## config.mk

```make
export PLATFORM = sky130hd
export DESIGN_NAME = lsu_addr_unit
export DESIGN_NICKNAME = d
export VERILOG_FILES = /design/src/rtl/lsu_pkg.sv /design/src/rtl/lsu_decode.sv /design/src/rtl/lsu_datapath.sv /design/src/rtl/lsu_addr_unit.sv
export SDC_FILE = /design/constraint.sdc
export NUM_CORES = 1
export LEC_CHECK = 0
export BUFFER_PORTS_ARGS = -buffer_cell sky130_fd_sc_hd__buf_2
export CORE_AREA = 2 2 98 100
export DETAILED_ROUTE_END_ITERATION = 7
export DIE_AREA = 0 0 100 102
export PLACE_DENSITY = 0.84
export SYNTH_ARGS = -nofsm -noshare
export SYNTH_HDL_FRONTEND = slang
export SYNTH_SLANG_ARGS = --single-unit
```

## constraint.sdc

```tcl
create_clock -name vclk -period 4.9
set_input_delay 0 -clock vclk [all_inputs]
set_output_delay 0 -clock vclk [all_outputs]
set_load 0.1 [all_outputs]
```

## src/rtl/lsu_pkg.sv

```systemverilog
package lsu_pkg;

  typedef enum logic [1:0] {
    SZ_BYTE = 2'd0,
    SZ_HALF = 2'd1,
    SZ_WORD = 2'd2
  } accSize_e;

  // Strobes handed from the decoder to the datapath
  typedef struct packed {
    logic     rdEn;
    logic     wrEn;
    accSize_e size;
  } lsuCtrl_t;

  localparam logic [5:0] OP_LD_B = 6'h20;
  localparam logic [5:0] OP_LD_H = 6'h21;
  localparam logic [5:0] OP_LD_W = 6'h23;
  localparam logic [5:0] OP_ST_B = 6'h28;
  localparam logic [5:0] OP_ST_H = 6'h29;
  localparam logic [5:0] OP_ST_W = 6'h2B;

endpackage

```

## src/rtl/lsu_decode.sv

```systemverilog
module lsu_decode
  import lsu_pkg::*;
#(
  parameter int OP_W = 6
) (
  input  logic [OP_W-1:0] opCode,
  output lsuCtrl_t        ctrl
);

  always_comb begin
    ctrl = '{rdEn: 1'b0, wrEn: 1'b0, size: SZ_BYTE};
    case (opCode)
      OP_LD_B: ctrl = '{rdEn: 1'b1, wrEn: 1'b0, size: SZ_BYTE};
      OP_LD_H: ctrl = '{rdEn: 1'b1, wrEn: 1'b0, size: SZ_HALF};
      OP_LD_W: ctrl = '{rdEn: 1'b1, wrEn: 1'b0, size: SZ_WORD};
      OP_ST_B: ctrl = '{rdEn: 1'b0, wrEn: 1'b1, size: SZ_BYTE};
      OP_ST_H: ctrl = '{rdEn: 1'b0, wrEn: 1'b1, size: SZ_HALF};
      OP_ST_W: ctrl = '{rdEn: 1'b0, wrEn: 1'b1, size: SZ_WORD};
      default: ;
    endcase
  end

  always_comb begin
    AST_DECODE_EXCLUSIVE: assert (!(ctrl.rdEn && ctrl.wrEn)) else $error("load and store both decoded");
  end

endmodule

```

## src/rtl/lsu_datapath.sv

```systemverilog
module lsu_datapath
  import lsu_pkg::*;
#(
  parameter int ADDR_W = 32,
  parameter int DATA_W = 32,
  parameter int OFF_W  = 16
) (
  input  lsuCtrl_t                     ctrl,
  input  logic [ADDR_W-1:0]            baseVal,
  input  logic [OFF_W-1:0]             offsetImm,
  input  logic [DATA_W-1:0]            storeData,
  input  logic [DATA_W-1:0]            memRdata,
  output logic [ADDR_W-1:0]            effAddr,
  output logic [ADDR_W-$clog2(DATA_W/8)-1:0] wordAddr,
  output logic [DATA_W/8-1:0]          byteWe,
  output logic [DATA_W-1:0]            memWdata,
  output logic [DATA_W-1:0]            loadResult,
  output logic                         misaligned
);

  localparam int LANES  = DATA_W / 8;
  localparam int LANE_W = $clog2(LANES);
  localparam int HALVES = LANES / 2;

  logic [LANE_W-1:0] laneSel;
  logic [LANES-1:0]  laneHit;
  logic              memOp;
  logic [DATA_W-1:0] byteShift;
  logic [DATA_W-1:0] halfShift;
  logic [7:0]        byteVal;
  logic [15:0]       halfVal;

  assign effAddr  = baseVal + {{(ADDR_W-OFF_W){offsetImm[OFF_W-1]}}, offsetImm};
  assign wordAddr = effAddr[ADDR_W-1:LANE_W];
  assign laneSel  = effAddr[LANE_W-1:0];
  assign memOp    = ctrl.rdEn | ctrl.wrEn;

  always_comb begin
    misaligned = 1'b0;
    if (memOp) begin
      case (ctrl.size)
        SZ_HALF: misaligned = laneSel[0];
        SZ_WORD: misaligned = |laneSel;
        default: misaligned = 1'b0;
      endcase
    end
  end

  // Lane i counts from the most significant byte (offset 0) downward
  for (genvar i = 0; i < LANES; i++) begin : g_lane
    assign laneHit[LANES-1-i] =
      (ctrl.size == SZ_WORD) ? 1'b1 :
      (ctrl.size == SZ_HALF) ? (laneSel[LANE_W-1:1] == (LANE_W-1)'(i / 2)) :
                               (laneSel == LANE_W'(i));
  end

  assign byteWe = (ctrl.wrEn && !misaligned) ? laneHit : '0;

  always_comb begin
    memWdata = '0;
    if (ctrl.wrEn) begin
      case (ctrl.size)
        SZ_BYTE: memWdata = {LANES{storeData[7:0]}};
        SZ_HALF: memWdata = {HALVES{storeData[15:0]}};
        default: memWdata = storeData;
      endcase
    end
  end

  assign byteShift = memRdata >> (8 * (LANES - 1 - int'(laneSel)));
  assign halfShift = memRdata >> (16 * (HALVES - 1 - int'(laneSel[LANE_W-1:1])));
  assign byteVal   = byteShift[7:0];
  assign halfVal   = halfShift[15:0];

  always_comb begin
    loadResult = '0;
    if (ctrl.rdEn) begin
      case (ctrl.size)
        SZ_BYTE: loadResult = {{(DATA_W-8){byteVal[7]}}, byteVal};
        SZ_HALF: loadResult = {{(DATA_W-16){halfVal[15]}}, halfVal};
        default: loadResult = memRdata;
      endcase
    end
  end

  always_comb begin
    AST_MISALIGN_NO_WE: assert (!(misaligned && (byteWe != '0))) else $error("write enable on misaligned access");
    AST_LOAD_NO_WE: assert (!(ctrl.rdEn && (byteWe != '0))) else $error("write enable during load");
    AST_BYTE_ONE_LANE: assert (!(ctrl.wrEn && ctrl.size == SZ_BYTE) || $countones(byteWe) == 1) else $error("byte store lane count");
    AST_WORD_ALL_LANES: assert (!(ctrl.wrEn && ctrl.size == SZ_WORD && !misaligned) || (&byteWe)) else $error("word store lanes");
    AST_MISALIGN_MEMOP: assert (!misaligned || memOp) else $error("misaligned without memory op");
  end

endmodule

```

## src/rtl/lsu_addr_unit.sv

```systemverilog
module lsu_addr_unit
  import lsu_pkg::*;
#(
  parameter int ADDR_W = 32,
  parameter int DATA_W = 32,
  parameter int OFF_W  = 16,
  parameter int OP_W   = 6
) (
  input  logic [OP_W-1:0]   opCode,
  input  logic [ADDR_W-1:0] baseVal,
  input  logic [OFF_W-1:0]  offsetImm,
  input  logic [DATA_W-1:0] storeData,
  input  logic [DATA_W-1:0] memRdata,
  output logic [ADDR_W-1:0] effAddr,
  output logic [ADDR_W-$clog2(DATA_W/8)-1:0] wordAddr,
  output logic [DATA_W/8-1:0] byteWe,
  output logic [DATA_W-1:0] memWdata,
  output logic [DATA_W-1:0] loadResult,
  output logic              misaligned
);

  lsuCtrl_t ctrl;

  lsu_decode #(.OP_W(OP_W)) u_decode (
    .opCode (opCode),
    .ctrl   (ctrl)
  );

  lsu_datapath #(
    .ADDR_W (ADDR_W),
    .DATA_W (DATA_W),
    .OFF_W  (OFF_W)
  ) u_datapath (
    .ctrl       (ctrl),
    .baseVal    (baseVal),
    .offsetImm  (offsetImm),
    .storeData  (storeData),
    .memRdata   (memRdata),
    .effAddr    (effAddr),
    .wordAddr   (wordAddr),
    .byteWe     (byteWe),
    .memWdata   (memWdata),
    .loadResult (loadResult),
    .misaligned (misaligned)
  );

endmodule

```

# After elaboration in Yosys (flattened, before gate mapping)
# Cells that the tools add are included.
[op_classes] n_bitwise=2 n_shift=2 n_addsub=3 n_reduce_logical=5 n_mux=16 n_eq_ne=11
[ops] cell="32-bit one-hot mux with 2 select lines" n=2
[ops] cell="32-bit 2-to-1 mux" n=2
[ops] cell="6-bit equality test (second input constant)" n=6
[ops] cell="32-bit adder" n=1
[ops] cell="32-bit by 32-bit right shift with 16-bit output" n=1
[ops] cell="32-bit by 32-bit right shift with 8-bit output" n=1
[ops] cell="4-bit one-hot mux with 6 select lines" n=1
[ops] cell="1-bit 2-to-1 mux" n=9
[ops] cell="2-bit equality test (second input constant)" n=3
[ops] cell="2-bit by 1-bit equality test with 1-bit output (second input constant)" n=2
[ops] cell="2-bit logical NOT" n=2
[ops] cell="4-bit 2-to-1 mux" n=1
[ops] cell="2-bit by 2-bit subtractor with 3-bit output (first input constant)" n=1
[ops] cell="1-bit one-hot mux with 2 select lines" n=1
[ops] cell="2-bit OR reduction" n=1
[ops] cell="1-bit by 1-bit subtractor with 2-bit output (first input constant)" n=1
[ops] cell="1-bit logical AND" n=1
[ops] cell="1-bit logical NOT" n=1
[ops] cell="1-bit inverter" n=1
[ops] cell="1-bit OR" n=1
[word_totals] inputBits=118 out_inout_bits=131 ff_bits=0 elab_cells=39

# Logic depth before layout (Yosys ltp)
# Gate-level depths: netlist (run 1).
[logic_depth] ltp_word=8 depth_mapped=11 mapped_depth_nobuf=10

# By module
# A second synthesis (run 1) with hierarchy kept.
[unflattened] hier_cells=508 area_unflattened_um2=3352.0
[modules_own_cells] mod="lsu_datapath" seq_area_each_um2=0.0 instances=1 cells_each=500 area_per_inst_um2=3294.4
[modules_own_cells] mod="lsu_decode" seq_area_each_um2=0.0 instances=1 cells_each=8 area_per_inst_um2=57.6

# Worst setup path after synthesis (run 1)
# No wires, ideal clock.
[synth_path] kind="in2out" start="input port baseVal[0]" end="output port wordAddr[24]" stages=11 path_slack_ns=-0.645 t_arrival_ns=5.545 t_required_ns=4.900 path_buffers=1 path_cell_list="ha_1 -> inv_1 -> fa_1 -> and2b_1 -> o2111ai_2 -> a211oi_2 -> nor4b_1 -> o22a_1 -> o221ai_1 -> nor4b_1 -> buf_4"
[synth_via] elab_chain_cells=1
[synth_rtl] element="start, declared" line_no="lsu_addr_unit.sv:10" source="input logic [ADDR_W-1:0] baseVal,"
[synth_rtl] element="32-bit adder" line_no="lsu_datapath.sv:33" source="assign effAddr = baseVal + {{(ADDR_W-OFF_W){offsetImm[OFF_W-1]}}, offsetImm};"
[synth_rtl] element="end, declared" line_no="lsu_addr_unit.sv:15" source="output logic [ADDR_W-$clog2(DATA_W/8)-1:0] wordAddr,"
# No other way between the ends.

# Worst setup path after layout (run 1)
[layout_path] start="input port opCode[2]" end="output port loadResult[7]"
[layout_via] elab_chain_cells=5 word_cells_on_any_way=11 classes_between="eq/ne (7); mux (3); reduce/logical (1)"
[layout_rtl] element="start, declared" line_no="lsu_addr_unit.sv:9" source="input logic [OP_W-1:0] opCode,"
[layout_rtl] element="6-bit equality test" line_no="lsu_decode.sv:12" source="case (opCode)"
[layout_rtl] element="4-bit one-hot mux with 6 select lines *" line_no="lsu_decode.sv:12"
[layout_rtl] element="2-bit by 1-bit equality test with 1-bit output / 2-bit logical NOT (equally long branches)" line_no="lsu_datapath.sv:78" source="case (ctrl.size)"
[layout_rtl] element="32-bit one-hot mux with 2 select lines" line_no="lsu_datapath.sv:78"
[layout_rtl] element="32-bit 2-to-1 mux *" line_no="lsu_datapath.sv:77" source="if (ctrl.rdEn) begin"
[layout_rtl] element="end, declared" line_no="lsu_addr_unit.sv:18" source="output logic [DATA_W-1:0] loadResult,"
# Mark *: on every way between the ends. The rest lies on a longest branch, timed or not.

==> results.toml, run 1 <==
[sta]
fmaxAchievable_ghz = 0.284
setup_viol = 0
final.min_clock_period_ps = 3520
setup_tns_ps = 0
worst_pin_slew_ps = 1050
maxSlewViolCount = 0
finalCritPeriodShare_pct = 71.9
slew_headroom_pct = 30.0
hold_viol = 0
rsz0062_at_grt = "no"

[placed_design]
io_buffers = 249
gp_routability_congestion = 0.964
hpwl_mm = 10.8
placed_area_sq_mm = 0.00431

[final_layout]
final_cell_area_sq_mm = 0.00431
clock_buffers = 0
nets = 845
final_util_pct = 47.3
flops_and_latches = 0
area_delta_synth_final_pct = 34.3
seq_area_sq_um = 0
nFillCells = 978
drive_gt1_share_pct = 40.6

[die]
core-area_sq_mm = 0.00911
io_pins = 249
fp.dieArea_sq_mm = 0.0102
die_h_um = 102
start_util_pct = 35.2
die_x_um = 100
rows = 35

[detailed_routing]
top_layer = "met5"
wl_met2_mm = 6.44
drt_iter0_drc = 132
routed-wl-met3_mm = 1.42
wl_met1_mm = 5.02
ant_nets = 0
routed_wirelength_mm = 13.2
viasPerCell = 5.54
wire_per_inst_um = 16.4
drc = 0
drt-pass1-iter-count = 5
vias = 4447

[min_path]
hold_depth = 4
hold_class = "input port to primary output"
hold_end = "memWdata[17]"
min-delay-start = "storeData[17]"

[synth]
synthDominantCellAreaShare_pct = 13.3
yosys-top-cells-count = "84 x nand2_1, 63 x a21oi_1, 34 x ha_1"
synth_warnings = 0
synth_most_common_cell = "nand2_1"
syn_nets = 644
avgSynthCellArea_sq_um = 6.54
synth_cell_types = 63
synth.area.top_cells = "ha_1 13%, a21oi_1 9.8%, nand2_1 9.8%"
synth_area_sq_mm = 0.00321
syn_inst = 491
yosys.area.top_type = "ha_1"
yosysSeqAreaShare_pct = 0

[critical_path]
crit_type = "input port to primary output"
crit_fanout = 25
critical_path_arrival_ps = 3520
crit_family = "compound AO/OA/AOI/OAI gates"
slowest_delay_ps = 900
worst-path-buf-inv = 2
path_cells = "buf_2 > nor3b_1 > and3_1 > ha_1 > nand2b_1 > a21boi_1 > a22oi_1 > a21oi_1 > buf_2"
cp_common_cell = "buf_2"
worst_setup_path_end_kind = "primary output"
crit_required_ps = 4900
worstSetupStartpointType = "input port"
crit_slowest_cell = "a21boi_1"

[global_route]
grt_pass1_vias = 3962
overflow = 0
grt_max_degree = 29
antenna_found_initial = 2
grt.total_usage_pct = 23.7
grt_pass1_wl_mm = 19.5

[run_status]
status = "finished, final reports clean"

[power]
leakage_nw = 2.33
ir_drop_uv = 411
power_density_mw_per_mm2 = 335

[clock_tree]
post-cts-setup-buffers = 0
holdBufCountCts = 0
post_cts_resized = 0

[flow_run]
drv_cap = 0
[cell type report]
class	count	area, sq um	share of cell area (%)
multi-input combinational	418	2820	65.4
timing repair buffer	253	1280	29.6
tap	111	139	3.22
antenna	2	5.00	0.116
inverter	19	71.3	1.65
[worst max-delay path by stage]
stage	from	end	slack, ps	depth (start not counted)
finish	opCode[2]	loadResult[7]	1380	9
global route	opCode[2]	loadResult[8]	1100	9
CTS	opCode[2]	loadResult[7]	1390	9
detailed placement	opCode[2]	loadResult[7]	1420	9
global placement	opCode[2]	loadResult[7]	1470	9
floorplan	baseVal[0]	byteWe[1]	610	9
[logic make-up (layout without fill, tap and decap cells)]
group	Yosys count	after routing	share of synthesized area [%]
compound gates	181	181	37.7
xor+xnor	27	27	7.37
fa+ha+maj	35	35	13.9
buf+inv	73	272	12.3
mux	18	18	5.88
other cells	0	2	0
simple gates	157	157	22.8
[worst min-delay path: cells and delay by family]
| family | cells | cell delay (ps) |
|---|---|---|
| simple gates | 1 | 40 |
| buf+inv | 2 | 370 |
| compound gates | 1 | 50 |
[report_power, final]
group,switching (W),internal [W]
Clock,0,0.0000000000547
Sequential,0,0
Combinational,0.00119,0.000252
Total,0.00119,0.000252
[layer usage]
metal | global-route usage [%] | up-vias
met1 | 28.1 | 1997
met5 | 0 | -
met4 | 5.58 | 2
met2 | 45.2 | 259
li1 | - | 2163
met3 | 3.35 | 26
[per-stage QoR]
| stage | std cells | worst slack, ps | power, W | hold WS [ps] |
|---|---|---|---|---|
| after detailed placement | 801 | 1420 | 0.00144 | 472 |
| after global routing | 802 | 1100 | 0.00150 | 482 |
| after CTS | 801 | 1390 | 0.00144 | 473 |
| final | 803 | 1380 | 0.00144 | 472 |
| after global placement | 801 | 1470 | 0.00143 | 471 |
| after floorplan | 491 | 610 | 0.00128 | 452 |
[cell usage in the layout, fill, tap and decap left out, types with 3 or more instances in the layout]
| master | count |
|---|---|
| nor2_1 | 18 |
| nand2b_1 | 3 |
| o21ai_0 | 17 |
| o211ai_1 | 10 |
| nand3_1 | 11 |
| inv_1 | 19 |
| mux2i_1 | 11 |
| nand2_1 | 84 |
| ha_1 | 34 |
| and2_1 | 12 |
| buf_2 | 249 |
| a31oi_1 | 14 |
| xor2_1 | 11 |
| o21ai_1 | 3 |
| buf_4 | 4 |
| a22oi_1 | 16 |
| o21a_1 | 20 |
| a21o_1 | 12 |
| nor3_1 | 8 |
| mux2_2 | 7 |
| a21oi_1 | 63 |
| xnor2_1 | 16 |
(Power assumes the default switching activity.)
==> run 2: changes to the inputs <==
- ABC_AREA: default -> 1
- CORE_AREA: 2 2 98 100 -> default
- CORE_MARGIN: default -> 2
- CORE_UTILIZATION: default -> 46
- DIE_AREA: 0 0 100 102 -> default
- PLACE_DENSITY: 0.84 -> 0.95
- clock period: 4.9 -> 3.7 ns (I/O delays scaled with it)
==> results.toml, run 2 <==
[run_status]
status = "finished with violations"
failed_checks = "design-rule violations"

[synth]
yosys-top-cells-count = "300 x nand2_1, 148 x inv_1, 106 x nor2_1"
synth.area.top_cells = "nand2_1 29%, inv_1 14%, ha_1 11%"
synth_most_common_cell = "nand2_1"
synth_warnings = 0
synth_area_sq_mm = 0.00395
syn_inst = 821
syn_nets = 974
yosys.area.top_type = "nand2_1"
synth_cell_types = 34
yosysSeqAreaShare_pct = 0
avgSynthCellArea_sq_um = 4.81
synthDominantCellAreaShare_pct = 28.5

[critical_path]
cp-startpoint = "opCode[4]"
crit_family = "buffers and inverters"
worst-path-buf-inv = 5
slowest_delay_ps = 480
crit_type = "input port to primary output"
crit_fanout = 32
worstSetupStartpointType = "input port"
worst_setup_path_end_kind = "primary output"
crit_slowest_cell = "buf_2"
crit_required_ps = 3700
critical_path_arrival_ps = 2860
path_cells = "buf_2 > or2_1 > inv_1 > nand2_1 > nor3_1 > inv_1 > ha_1 > nor2_4 > buf_4 > o21ai_0 > a21oi_1 > buf_2"

[placed_design]
placed_area_sq_mm = 0.00549
io_buffers = 249
gp_routability_congestion = 1.03
hpwl_mm = 12.7

[power]
leakage_nw = 3.60
comb_power_share_pct = 100.0
sequentialPowerShare_pct = 0
ir_drop_uv = 360
switching_share_pct = 82.4
p_switching_w = 0.00155
clkPwrFrac_pct = 0
finalPower_w = 0.00188
cellInternalPower_w = 0.000331
power_density_mw_per_mm2 = 341

[flow_run]
drv_cap = 0

[final_layout]
final_cell_mix = "300 x nand2_1, 217 x buf_2, 148 x inv_1"
final_util_pct = 66.5
nets = 1177
area_delta_synth_final_pct = 39.2
seq_area_sq_um = 0
flops_and_latches = 0
clock_buffers = 0
drive_gt1_share_pct = 26.5
final_common_cell = "nand2_1"
final_cell_area_sq_mm = 0.00550

[global_route]
overflow = 0
antenna_found_initial = 4
grt.total_usage_pct = 29.4
grt_max_degree = 33
grt_pass1_vias = 5447
grt_pass1_wl_mm = 23.7

[min_path]
hold_class = "input port to primary output"
min-delay-start = "memRdata[31]"

[sta]
rsz0062_at_grt = "no"
fmaxAchievable_ghz = 0.349
worst_pin_slew_ps = 750
finalCritPeriodShare_pct = 77.4
final.min_clock_period_ps = 2860
slew_headroom_pct = 50.0
setup_viol = 0
setup_tns_ps = 0
hold_viol = 0
maxSlewViolCount = 0

[die]
fp.dieArea_sq_mm = 0.00934
start_util_pct = 47.8
core-area_sq_mm = 0.00826
rows = 33
die_h_um = 96.7
die_x_um = 96.7
io_pins = 249

[detailed_routing]
routed_wirelength_mm = 14.5
wire_per_inst_um = 12.8
viasPerCell = 5.14
ant_nets = 0
drc = 1
drt-pass1-iter-count = 8
vias = 5814
drt_iter0_drc = 306

[clock_tree]
post_cts_resized = 0
post-cts-setup-buffers = 0
holdBufCountCts = 0
-- run 2: cell count changes after synthesis, sizes merged, moves of 14 or more --
cell / before / now
nor2: 18 / 117
xnor2: 16 / 2
a21oi: 66 / 46
o21a: 20 / 0
nand2: 85 / 301
inv: 19 / 151
nand3: 11 / 53
-- run 2: layout make-up --
cell class,instances,area (sq um)
repair buffers,250,1730
inverters,151,569
multi-input cells,621,3050
diodes,4,10.0
well taps,105,131
fillers,751,2760
-- run 2: power by group through the flow --
stage                          clock (W)  sequential [W]  combinational, W
after floorplan                        0               0           0.00163
after global placement                 0               0           0.00185
after detailed placement               0               0           0.00187
after CTS                              0               0           0.00187
after global routing      0.000000000145               0           0.00197
final                     0.000000000145               0           0.00188
-- run 2: cells by family (layout without fill, tap and decap cells) --
| family | after synthesis | in the layout | share of synthesized area, % |
|---|---|---|---|
| xor+xnor | 16 | 16 | 3.55 |
| fa+ha+maj | 35 | 35 | 11.3 |
| other cells | 0 | 4 | 0 |
| simple gates | 487 | 487 | 51.0 |
| buf+inv | 200 | 401 | 22.8 |
| compound gates | 83 | 83 | 11.5 |
-- run 2: path summary, 6_finish.rpt --
path | end | depth (start not counted)
worst max-delay path | memWdata[13] | 12
worst min-delay path | loadResult[31] | 4
-- run 2: tightest hold or removal path, cell delays in order --
cell    delay, ps
buf_2         120
nor2_1         90
nor2_1         70
buf_12        160
-- run 2: layer usage --
metal,GRT usage (%),vias to the layer above,share of wire [%]
li1,-,2895,-
met1,31.5,2527,35
met2,56.6,324,51
met3,1.73,68,7.5
met4,16.0,0,6.1
met5,0,-,0
-- run 2: metrics by stage --
step                      hold slack, ps  std cells  setup WS [ps]
after floorplan                      318        821           76.5
after global placement               445       1127            891
after detailed placement             450       1127            803
after CTS                            450       1127            795
after global routing                 472       1131            580
final                                451       1131            837
